## src/rtl/sg_walk_pkg.sv

```systemverilog
package sg_walk_pkg;

    typedef enum logic [2:0] {
        ST_IDLE,
        ST_FETCH,
        ST_WAIT,
        ST_EMIT,
        ST_DONE
    } walk_state_e;

    // descriptor table placement relative to the command table base
    localparam int unsigned TABLE_OFS   = 32'h80;
    localparam int unsigned DESC_SHIFT  = 4;

endpackage

```

## src/rtl/sg_limit_calc.sv

```systemverilog
module sg_limit_calc #(
    parameter int LIM_W = 32
) (
    input  logic             queued,
    input  logic [15:0]      sect_cnt,
    input  logic [LIM_W-1:0] byte_limit,
    output logic [LIM_W-1:0] limit
);
    localparam int SECT_SHIFT = 9;

    logic [16:0] sectors;

    // a zero count stands for the full 65536-sector range
    assign sectors = {(sect_cnt == 16'd0), sect_cnt};
    assign limit   = queued ? LIM_W'({sectors, {SECT_SHIFT{1'b0}}}) : byte_limit;

endmodule

```

## src/rtl/sg_seg_calc.sv

```systemverilog
module sg_seg_calc #(
    parameter int ADDR_W = 64,
    parameter int LEN_W  = 22,
    parameter int SUM_W  = 39,
    parameter int LIM_W  = 32
) (
    input  logic              found,
    input  logic [LIM_W-1:0]  offset,
    input  logic [SUM_W-1:0]  sum,
    input  logic [LIM_W-1:0]  tot,
    input  logic [LIM_W-1:0]  limit,
    input  logic [ADDR_W-1:0] d_base,
    input  logic [31:0]       d_len,
    output logic              hit,
    output logic [SUM_W-1:0]  size,
    output logic [ADDR_W-1:0] seg_addr,
    output logic [LIM_W-1:0]  seg_len
);
    localparam logic [31:0] LEN_MASK = 32'((64'd1 << LEN_W) - 64'd1);

    logic [SUM_W-1:0] off_w;
    logic [SUM_W-1:0] skip;
    logic [SUM_W-1:0] avail;
    logic [SUM_W-1:0] room;

    always_comb begin
        size     = SUM_W'(d_len & LEN_MASK) + SUM_W'(1);
        off_w    = SUM_W'(offset);
        hit      = found || (off_w < (sum + size));
        skip     = found ? '0 : (off_w - sum);
        avail    = size - skip;
        room     = SUM_W'(limit - tot);
        seg_len  = LIM_W'((avail < room) ? avail : room);
        seg_addr = d_base + ADDR_W'(skip);
    end

endmodule

```

## src/rtl/sg_walker.sv

```systemverilog
module sg_walker
    import sg_walk_pkg::*;
#(
    parameter int          ADDR_W    = 64,
    parameter int          LEN_W     = 22,
    parameter int          CNT_W     = 16,
    parameter int          LIM_W     = 32,
    parameter logic [63:0] MAX_TOTAL = 64'h8000_0000
) (
    input  logic              clk,
    input  logic              rst_n,
    input  logic              start,
    input  logic              queued,
    input  logic [15:0]       sect_cnt,
    input  logic [LIM_W-1:0]  byte_limit,
    input  logic [LIM_W-1:0]  start_off,
    input  logic [CNT_W-1:0]  desc_cnt,
    input  logic [ADDR_W-1:0] tbl_base,
    output logic              rd_en,
    output logic [ADDR_W-1:0] rd_addr,
    input  logic [ADDR_W-1:0] rd_base,
    input  logic [31:0]       rd_len,
    output logic              seg_valid,
    input  logic              seg_ready,
    output logic [ADDR_W-1:0] seg_addr,
    output logic [LIM_W-1:0]  seg_len,
    output logic              seg_last,
    output logic              done,
    output logic [LIM_W-1:0]  total_bytes,
    output logic              err,
    output logic              short_err
);
    localparam int SUM_W = ((LEN_W + CNT_W + 1) > LIM_W) ? (LEN_W + CNT_W + 1) : LIM_W;

    walk_state_e state_q, state_d;

    logic [CNT_W-1:0]  idx_q, cnt_q;
    logic [SUM_W-1:0]  sum_q;
    logic [LIM_W-1:0]  tot_q, lim_q, off_q;
    logic [ADDR_W-1:0] base_q;
    logic              queued_q, found_q;
    logic [ADDR_W-1:0] sa_q;
    logic [LIM_W-1:0]  sl_q;
    logic              last_q, err_q, short_q;

    logic [LIM_W-1:0]  limit_w;
    logic              hit_w;
    logic [SUM_W-1:0]  size_w;
    logic [ADDR_W-1:0] caddr_w;
    logic [LIM_W-1:0]  clen_w;
    logic              last_entry;
    logic              over_w;
    logic              fills_w;

    sg_limit_calc #(.LIM_W(LIM_W)) u_limit (
        .queued     (queued),
        .sect_cnt   (sect_cnt),
        .byte_limit (byte_limit),
        .limit      (limit_w)
    );

    sg_seg_calc #(
        .ADDR_W (ADDR_W),
        .LEN_W  (LEN_W),
        .SUM_W  (SUM_W),
        .LIM_W  (LIM_W)
    ) u_seg (
        .found    (found_q),
        .offset   (off_q),
        .sum      (sum_q),
        .tot      (tot_q),
        .limit    (lim_q),
        .d_base   (rd_base),
        .d_len    (rd_len),
        .hit      (hit_w),
        .size     (size_w),
        .seg_addr (caddr_w),
        .seg_len  (clen_w)
    );

    assign last_entry = (idx_q == (cnt_q - CNT_W'(1)));
    assign over_w     = (64'(tot_q) + 64'(clen_w)) > MAX_TOTAL;
    assign fills_w    = ((tot_q + clen_w) == lim_q);

    // state register
    always_ff @(posedge clk or negedge rst_n) begin
        if (!rst_n) state_q <= ST_IDLE;
        else        state_q <= state_d;
    end

    // transitions
    always_comb begin
        state_d = state_q;
        unique case (state_q)
            ST_IDLE:  if (start)
                          state_d = ((desc_cnt == '0) || (limit_w == '0)) ? ST_DONE : ST_FETCH;
            ST_FETCH: state_d = ST_WAIT;
            ST_WAIT:  if (!hit_w) state_d = last_entry ? ST_DONE : ST_FETCH;
                      else        state_d = over_w ? ST_DONE : ST_EMIT;
            ST_EMIT:  if (seg_ready) state_d = last_q ? ST_DONE : ST_FETCH;
            ST_DONE:  state_d = ST_IDLE;
            default:  state_d = ST_IDLE;
        endcase
    end

    // outputs
    always_comb begin
        rd_en       = (state_q == ST_FETCH);
        rd_addr     = base_q + ADDR_W'(TABLE_OFS) + (ADDR_W'(idx_q) << DESC_SHIFT);
        seg_valid   = (state_q == ST_EMIT);
        seg_addr    = sa_q;
        seg_len     = sl_q;
        seg_last    = last_q;
        done        = (state_q == ST_DONE);
        total_bytes = tot_q;
        err         = err_q;
        short_err   = short_q;
    end

    // walk datapath
    always_ff @(posedge clk or negedge rst_n) begin
        if (!rst_n) begin
            idx_q    <= '0;
            cnt_q    <= '0;
            sum_q    <= '0;
            tot_q    <= '0;
            lim_q    <= '0;
            off_q    <= '0;
            base_q   <= '0;
            queued_q <= 1'b0;
            found_q  <= 1'b0;
            sa_q     <= '0;
            sl_q     <= '0;
            last_q   <= 1'b0;
            err_q    <= 1'b0;
            short_q  <= 1'b0;
        end else begin
            unique case (state_q)
                ST_IDLE: if (start) begin
                    idx_q    <= '0;
                    cnt_q    <= desc_cnt;
                    sum_q    <= '0;
                    tot_q    <= '0;
                    lim_q    <= limit_w;
                    off_q    <= start_off;
                    base_q   <= tbl_base;
                    queued_q <= queued;
                    found_q  <= 1'b0;
                    last_q   <= 1'b0;
                    err_q    <= (desc_cnt == '0);
                    short_q  <= 1'b0;
                end
                ST_WAIT: begin
                    if (!hit_w) begin
                        sum_q <= sum_q + size_w;
                        idx_q <= idx_q + CNT_W'(1);
                        if (last_entry) err_q <= 1'b1;
                    end else begin
                        found_q <= 1'b1;
                        if (over_w) begin
                            err_q <= 1'b1;
                        end else begin
                            sa_q   <= caddr_w;
                            sl_q   <= clen_w;
                            last_q <= last_entry || fills_w;
                        end
                    end
                end
                ST_EMIT: if (seg_ready) begin
                    tot_q <= tot_q + sl_q;
                    idx_q <= idx_q + CNT_W'(1);
                    if (last_q) short_q <= queued_q && ((tot_q + sl_q) < lim_q);
                end
                default: ;
            endcase
        end
    end


    seg_hold_chk: assert property (@(posedge clk) disable iff (!rst_n)
        seg_valid && !seg_ready |=> seg_valid && $stable(seg_addr) && $stable(seg_len) && $stable(seg_last));


    seg_nonzero_chk: assert property (@(posedge clk) disable iff (!rst_n)
        seg_valid |-> seg_len != '0);


    tot_cap_chk: assert property (@(posedge clk) disable iff (!rst_n)
        done |-> total_bytes <= lim_q);


    done_pulse_chk: assert property (@(posedge clk) disable iff (!rst_n)
        done |=> !done);


    rd_pulse_chk: assert property (@(posedge clk) disable iff (!rst_n)
        rd_en |=> !rd_en && !seg_valid);


    short_excl_chk: assert property (@(posedge clk) disable iff (!rst_n)
        done && short_err |-> !err);

endmodule

```

## config.mk

```make
export PLATFORM = sky130hd
export DESIGN_NAME = sg_walker
export DESIGN_NICKNAME = d
export VERILOG_FILES = /design/src/rtl/sg_walk_pkg.sv /design/src/rtl/sg_limit_calc.sv /design/src/rtl/sg_seg_calc.sv /design/src/rtl/sg_walker.sv
export SDC_FILE = /design/constraint.sdc
export NUM_CORES = 1
export LEC_CHECK = 0
export BUFFER_PORTS_ARGS = -buffer_cell sky130_fd_sc_hd__clkbuf_2
export CAP_MARGIN = 20
export CORE_MARGIN = 2
export CORE_UTILIZATION = 45
export DETAILED_ROUTE_END_ITERATION = 10
export PLACE_DENSITY = 0.65
export SETUP_SLACK_MARGIN = 0.2
export SYNTH_ARGS = -nofsm -noshare
export SYNTH_HDL_FRONTEND = slang
export SYNTH_SLANG_ARGS = --single-unit
```

## constraint.sdc

```tcl
create_clock -name clk -period 14.1 [get_ports clk]
set_input_delay 1.41 -clock clk [delete_from_list [all_inputs] [get_ports clk]]
set_output_delay 1.41 -clock clk [all_outputs]
set_load 0.01 [all_outputs]
```

==> After elaboration in Yosys (flattened, before gate mapping) <==
Cells that the tools add are included.
W data, S select, Z words.
{ "totals": {"ff_bits": 335, "out_inout_bits": 198, "word_cells": 103} }
{ "op_classes": {"addsub": 13, "order_cmp": 4, "n_eq_ne": 14, "n_mux": 35, "bitwise_logic": 1, "reduce_logical": 21} }
{ "op_table": {"columns": ["op", "count"], "rows": [
  ["$mux W32", 4],
  ["$mux W39", 3],
  ["$pmux W39 S2", 1],
  ["$add A32 B32 Y32", 2],
  ["$add A64 B20 Y64", 1],
  ["$add A64 B39 Y64", 1],
  ["$add A64 B8 Y64 const B", 1],
  ["$pmux W32 S2", 1],
  ["$mux W16", 3],
  ["$pmux W16 S3", 1],
  ["$add A39 B39 Y39", 1],
  ["$lt A32 B39 Y1", 1],
  ["$lt A39 B39 Y1", 1],
  ["$sub A23 B39 Y39", 1],
  ["$sub A32 B39 Y39", 1],
  ["$add A32 B32 Y33", 1],
  ["$gt A33 B32 Y1 const B", 1],
  ["$sub A32 B32 Y33", 1],
  ["$eq A32 B32 Y1", 1],
  ["$logic_not A16 Y1", 2],
  ["$logic_not A32 Y1", 1],
  ["$lt A32 B32 Y1", 1],
  ["$add A22 B1 Y23 const B", 1],
  ["$mux W3", 7],
  ["other kinds (21)", 49]
]} }

==> Longest topological paths before layout <==
{ "depth": {"word_depth": 11, "ltp_mapped": 52, "mapped_depth_nobuf": 45} }

==> By module <==
Synthesis repeated with hierarchy kept, for this count alone.
{ "unflattened": {"hier_cells": 4145, "hier_area_um2": 33947.6} }
{ "modules_own_cells": {"columns": ["module", "instances", "cells_each", "area_each_um2"], "rows": [
  ["sg_walker", 1, 2392, 21654.5],
  ["sg_seg_calc", 1, 1710, 11872.6],
  ["sg_limit_calc", 1, 43, 420.4]
]} }

==> Worst setup path after synthesis <==
OpenSTA, ideal clock, no wires.
{ "synth_timing": {"path_type": "input-to-reg", "from": "input port rd_len[8]", "to": "register sa_q[35] (netlist: seg_addr[35])", "setup_time_ps": 127, "arrival_time_ps": 10584, "t_required_ps": 13973, "path_slack_ps": 3389, "cell_stages": 44, "n_path_buf": 7, "cell_sequence": "and3_1 -> and3_1 -> nand3_1 -> nand2b_1 -> xnor2_1 -> ha_1 -> and3_1 -> a221oi_1 -> o21bai_1 -> a211o_1 -> a221o_1 -> a311oi_1 -> nor4b_2 -> nand3_1 -> nor3_1 -> xnor2_1 -> ha_1 -> and3_1 -> [... 8 more ...] -> o21ai_0 -> ha_1 -> buf_2 -> a21o_1 -> or2_0 -> buf_2 -> a2111oi_0 -> mux2_2 -> a21oi_1 -> o2111ai_1 -> nor4_1 -> nand4_1 -> a221o_1 -> buf_6 -> nor2_8 -> buf_12 -> buf_8 -> mux2_1"} }
{ "synth_via": {"elab_chain_len": 8, "word_cells_on_any_way": 11} }
{ "synth_rtl": {"columns": ["item", "line_no", "rtl"], "rows": [
  ["start: declaration", "sg_walker.sv:22", "input logic [31:0] rd_len,"],
  ["$add A22 B1 Y23", "sg_seg_calc.sv:27", "size = SUM_W'(d_len & LEN_MASK) + SUM_W'(1);"],
  ["$sub A23 B39 Y39", "sg_seg_calc.sv:31", "avail = size - skip;"],
  ["$lt A39 B39 Y1", "sg_seg_calc.sv:33", "seg_len = LIM_W'((avail < room) ? avail : room);"],
  ["$mux W32", "sg_seg_calc.sv:33", null],
  ["via clen_w[5]", "sg_walker.sv:50", "logic [LIM_W-1:0] clen_w;"],
  ["$add A32 B32 Y33", "sg_walker.sv:82", "assign over_w = (64'(tot_q) + 64'(clen_w)) > MAX_TOTAL;"],
  ["$gt A33 B32 Y1", "sg_walker.sv:82", null],
  ["$not A1 Y1 (no line)", null, null],
  ["$reduce_and A3 Y1 (no line)", null, null],
  ["end signal: assignment", "sg_walker.sv:163", "sa_q <= caddr_w;"],
  ["end: declaration", "sg_walker.sv:42", "logic [ADDR_W-1:0] sa_q;"]
]} }
The timed path passes the listed nets, and every way through them passes these cells.
A chain may end at the register's enable or synchronous reset.

==> Worst setup path after layout <==
{ "layout_timing": {"from": "register off_q[0]", "to": "register sl_q[3] (netlist: seg_len[3])"} }
{ "layout_via": {"elab_chain_len": 9, "word_cells_on_any_way": 11} }
{ "layout_rtl": {"columns": ["item", "line_no", "rtl"], "rows": [
  ["start: declaration", "sg_walker.sv:39", "logic [LIM_W-1:0] tot_q, lim_q, off_q;"],
  ["start signal: assignment", "sg_walker.sv:145", "off_q <= start_off;"],
  ["$sub A32 B39 Y39 *", "sg_seg_calc.sv:30", "skip = found ? '0 : (off_w - sum);"],
  ["$mux W39 *", "sg_seg_calc.sv:30", null],
  ["$sub A23 B39 Y39 *", "sg_seg_calc.sv:31", null],
  ["$lt A39 B39 Y1", "sg_seg_calc.sv:33", null],
  ["$mux W32 *", "sg_seg_calc.sv:33", null],
  ["via clen_w[12]", "sg_walker.sv:50", null],
  ["$add A32 B32 Y33 *", "sg_walker.sv:82", null],
  ["$gt A33 B32 Y1 *", "sg_walker.sv:82", null],
  ["$not A1 Y1 (no line) *", null, null],
  ["$reduce_and A3 Y1 (no line) *", null, null],
  ["end signal: assignment", "sg_walker.sv:164", "sl_q <= clen_w;"],
  ["end: declaration", "sg_walker.sv:43", "logic [LIM_W-1:0] sl_q;"]
]} }
The timed path passes the listed nets; every way through them passes the cells marked *.

==> impl_results.md <==
- FF-to-FF Start: off_q[0]$_DFFE_PN0P_
- Min Tclk post-route: 12.90 ns
- Final Hold Fails: 0
- First-pass GRT wire length: approximately 160000 um
- Antenna diodes: 0
- Pin count of the biggest net entering global routing: between 90 and 100
- Max_cap viols: 0
- Placement Rows: 98
- Tot GR Track Use: ~27%
- Seq/Total Area, Yosys: 25.8%
- Total number of vias: a little over 30000
- CP Capture Type: flop
- Synth Net Count: 4612
- Die X: approximately 270 um
- Worst setup SP type: flop
- Met2 usage: between 40 and 50%
- Clock tree from TritonCTS: yes
- Clock skew: ~0.025 ns
- Layer with the highest usage: met2
- Worst flop-to-flop path endpoint: seg_len[3]$_DFFE_PN0P_
- Syn avg cell area: 8.12 um^2
- Core ar.: 0.0715 mm^2
- Hold path depth: 2
- Final setup viols: 0
- Worst-margin pin slew: 1.15 ns
- Distinct cells, synth: 100
- Hold Path Origin: base_q[0]$_DFFE_PN0P_
- Final slew viol count: 0
- Top_reg_cell synth: dfrtp_1
- Reg2Reg Depth: 47
- TritonCTS Buffers: 44
- Post-Synthesis Cell Area: around 0.032 mm^2
- Met3 usage: approximately 4.8%
- Worst hold path class: reg -> reg
- R2R Setup Slk: ~1.2 ns
- Clock Latency Late Sink: roughly 0.60 ns
- Die Span Y: approximately 270 um
- Cells after Synth: ~4000
- Initial core utilization: 45.4%
- CP dominant cell by count: ha_1
- Post-Route WL: between 100000 and 150000 um
- Slew headroom: 22.9%
- Outcome: complete, no violations
- FFs w/ async S/R, synth: 100%
- Synthesized flop and latch total: about 340
- Fin crit share: 91.5%
- Routability cong.: 0.952
- I/O pin count: roughly 460
- Worst EP required: 14.57 ns
- Area Overhead vs Synth: 13.9%
- M1 GR Usage: around 36%
- Iteration-0 DRC Markers: 2011
- Initial antenna violation count: 8
- Clk buf depth: 3
- H-Tree Depth: 2
- Yosys Warn Count: 0
- Fmax: 77.5 MHz
- First-pass DRT Iterations: 5
- Slowest stage delay, CP: between 0.6 and 0.7 ns
- I/O Buffers: 448
- Vias in the first global route: 28900
- # DRC: 0
- Die ar.: between 0.07 and 0.08 mm^2
- Routed wire per std cell: 19.5 um
- Max stage delay cell, worst path: a221o_1
- Worst-path fanout max: 46
- Post-synth EDFFs: 0
- Detail Route Antenna Nets: 0
- Final Net Count: 4991
- RSZ-0062 raised after global routing: no
- Hold endpoint: base_q[0]$_DFFE_PN0P_
- Grt total ovfl: 0
- Clock Sinks: 335
- Proportion of layout cells with a drive suffix above 1: between 10% and 20%
- Hold_buf cts: 0
- Root buf cell: clkbuf_16
- CTS clk-pin slew, worst paths: 0.06 ns
- Vias per cell: 5.69
- Crit Path Category: reg -> reg
- HPWL Detailed: about 84000 um
- CP arrival: approximately 13 ns
- Sum Neg Setup Slack: 0 ns
layer usage:
layer | share of wire, % | vias up
li1 | - | 15100
met5 | 0.10 | -
met3 | 5.7 | 196
met4 | 3.8 | 16
met2 | 47 | 785
met1 | 44 | 14400
worst max path at each step:
stage,from,cells after the start,end,slack (ns)
6_report,off_q[0]$_DFFE_PN0P_,47,seg_len[3]$_DFFE_PN0P_,1.20
4_1_cts,off_q[0]$_DFFE_PN0P_,46,seg_len[3]$_DFFE_PN0P_,0.97
3_5_place_dp,rd_len[0],40,seg_len[3]$_DFFE_PN0P_,0.91
2_1_floorplan,rd_len[8],44,seg_addr[35]$_DFFE_PN0P_,3.39
5_1_grt,off_q[0]$_DFFE_PN0P_,44,seg_len[8]$_DFFE_PN0P_,0.28
3_3_place_gp,rd_len[2],40,seg_len[7]$_DFFE_PN0P_,1.04
cells in the final DEF, fill, tap and decap left out, drive strengths merged, types with 42 or more instances in the layout:
master  Yosys  layout
nand3     171     171
nor2b      42      42
clkbuf     99     517
dfrtp     335     335
mux2       98      98
nand2b     65      65
nand4      58      58
a21oi     285     285
o21ai     217     217
inv       226     229
a21o      129     129
xnor2     234     234
nand2     573     573
nor3       83      83
and3       72      72
a31oi      42      42
nor4       42      42
xor2      100     100
nor2      211     211
ha        348     348
o31ai      42      42
synth_stat cells (25+ instances only):
cell type,n,share of area [%]
o31ai_1,41,0.95
mux2i_1,34,1.0
o21bai_1,41,0.95
mux2_2,47,1.6
nand2_1,573,6.6
o211ai_1,31,0.72
mux2_1,50,1.7
nor3_1,81,1.2
o21a_1,39,0.90
a21o_1,129,3.0
dfrtp_1,335,26
inv_1,226,2.6
nand2b_1,64,1.2
clkbuf_1,99,1.1
nor4_1,42,0.81
nor2_1,210,2.4
xor2_1,100,2.7
nor2b_1,42,0.81
and3_1,72,1.4
xnor2_1,234,6.3
a21oi_1,284,4.4
nand3_1,171,2.6
nand4_1,58,1.1
o21ai_0,205,3.2
and2_1,25,0.48
ha_1,348,13
a31oi_1,42,0.81
critical path, delay by kind of cell, from the launching register on:
| family | cells | cell delay, ns |
|---|---|---|
| simple gates | 20 | 5.45 |
| compound gates | 13 | 3.59 |
| fa+ha+maj | 5 | 1.62 |
| buf+inv | 6 | 0.98 |
| flops | 1 | 0.38 |
| mux | 1 | 0.38 |
| xor+xnor | 2 | 0.30 |
final cells by class:
class / count / area (um^2)
sequential: 335 / 8380
inverter: 227 / 852
multi-input combinational: 3291 / 22500
clock buffer: 70 / 1370
tap: 950 / 1190
clock inverter: 9 / 108
fill: 7011 / 34500
timing repair buffer: 475 / 2500
what timing repair did:
action | 4_1_cts | 5_1_grt
setup endpoints to repair | 0 | 93
gates resized for setup | 0 | 6
setup buffers | 0 | 3
per-stage QoR:
| step | area [um^2] | std cells | util [%] | setup WS (ns) | hold slack (ns) |
|---|---|---|---|---|---|
| finish | 36900 | 5357 | 51.7 | 1.20 | 0.475 |
| global route | 36900 | 5357 | 51.7 | 0.283 | 0.497 |
| CTS | 36900 | 5353 | 51.6 | 0.967 | 0.477 |
| detailed placement | 35400 | 5274 | 49.5 | 0.907 | 0.463 |
| global placement | 35400 | 5274 | 49.5 | 1.04 | 0.462 |
| floorplan | 32400 | 3995 | - | 3.39 | 0.447 |
registers in the layout, summed over array words and instances, names as in the netlist:
register,count
err,1
queued_q,1
lim_q,32
seg_len,32
sum_q,39
seg_last,1
state_q,3
seg_addr,64
base_q,64
short_err,1
total_bytes,32
off_q,32
cnt_q,16
found_q,1
idx_q,16
kinds of logic after synthesis:
kind of cell	after synthesis	synth area share, %
muxes	132	4.46
DFF	335	25.8
adders and majority gates	356	13.9
AOI/OAI and AO/OA	1015	20.2
xor gates and xnor gates	338	9.29
and+or+nand+nor	1450	21.5
buffers and inverters	369	4.78
Power is not shown: default switching activity piles up to over one toggle a cycle in this logic, so the estimate is an artifact.
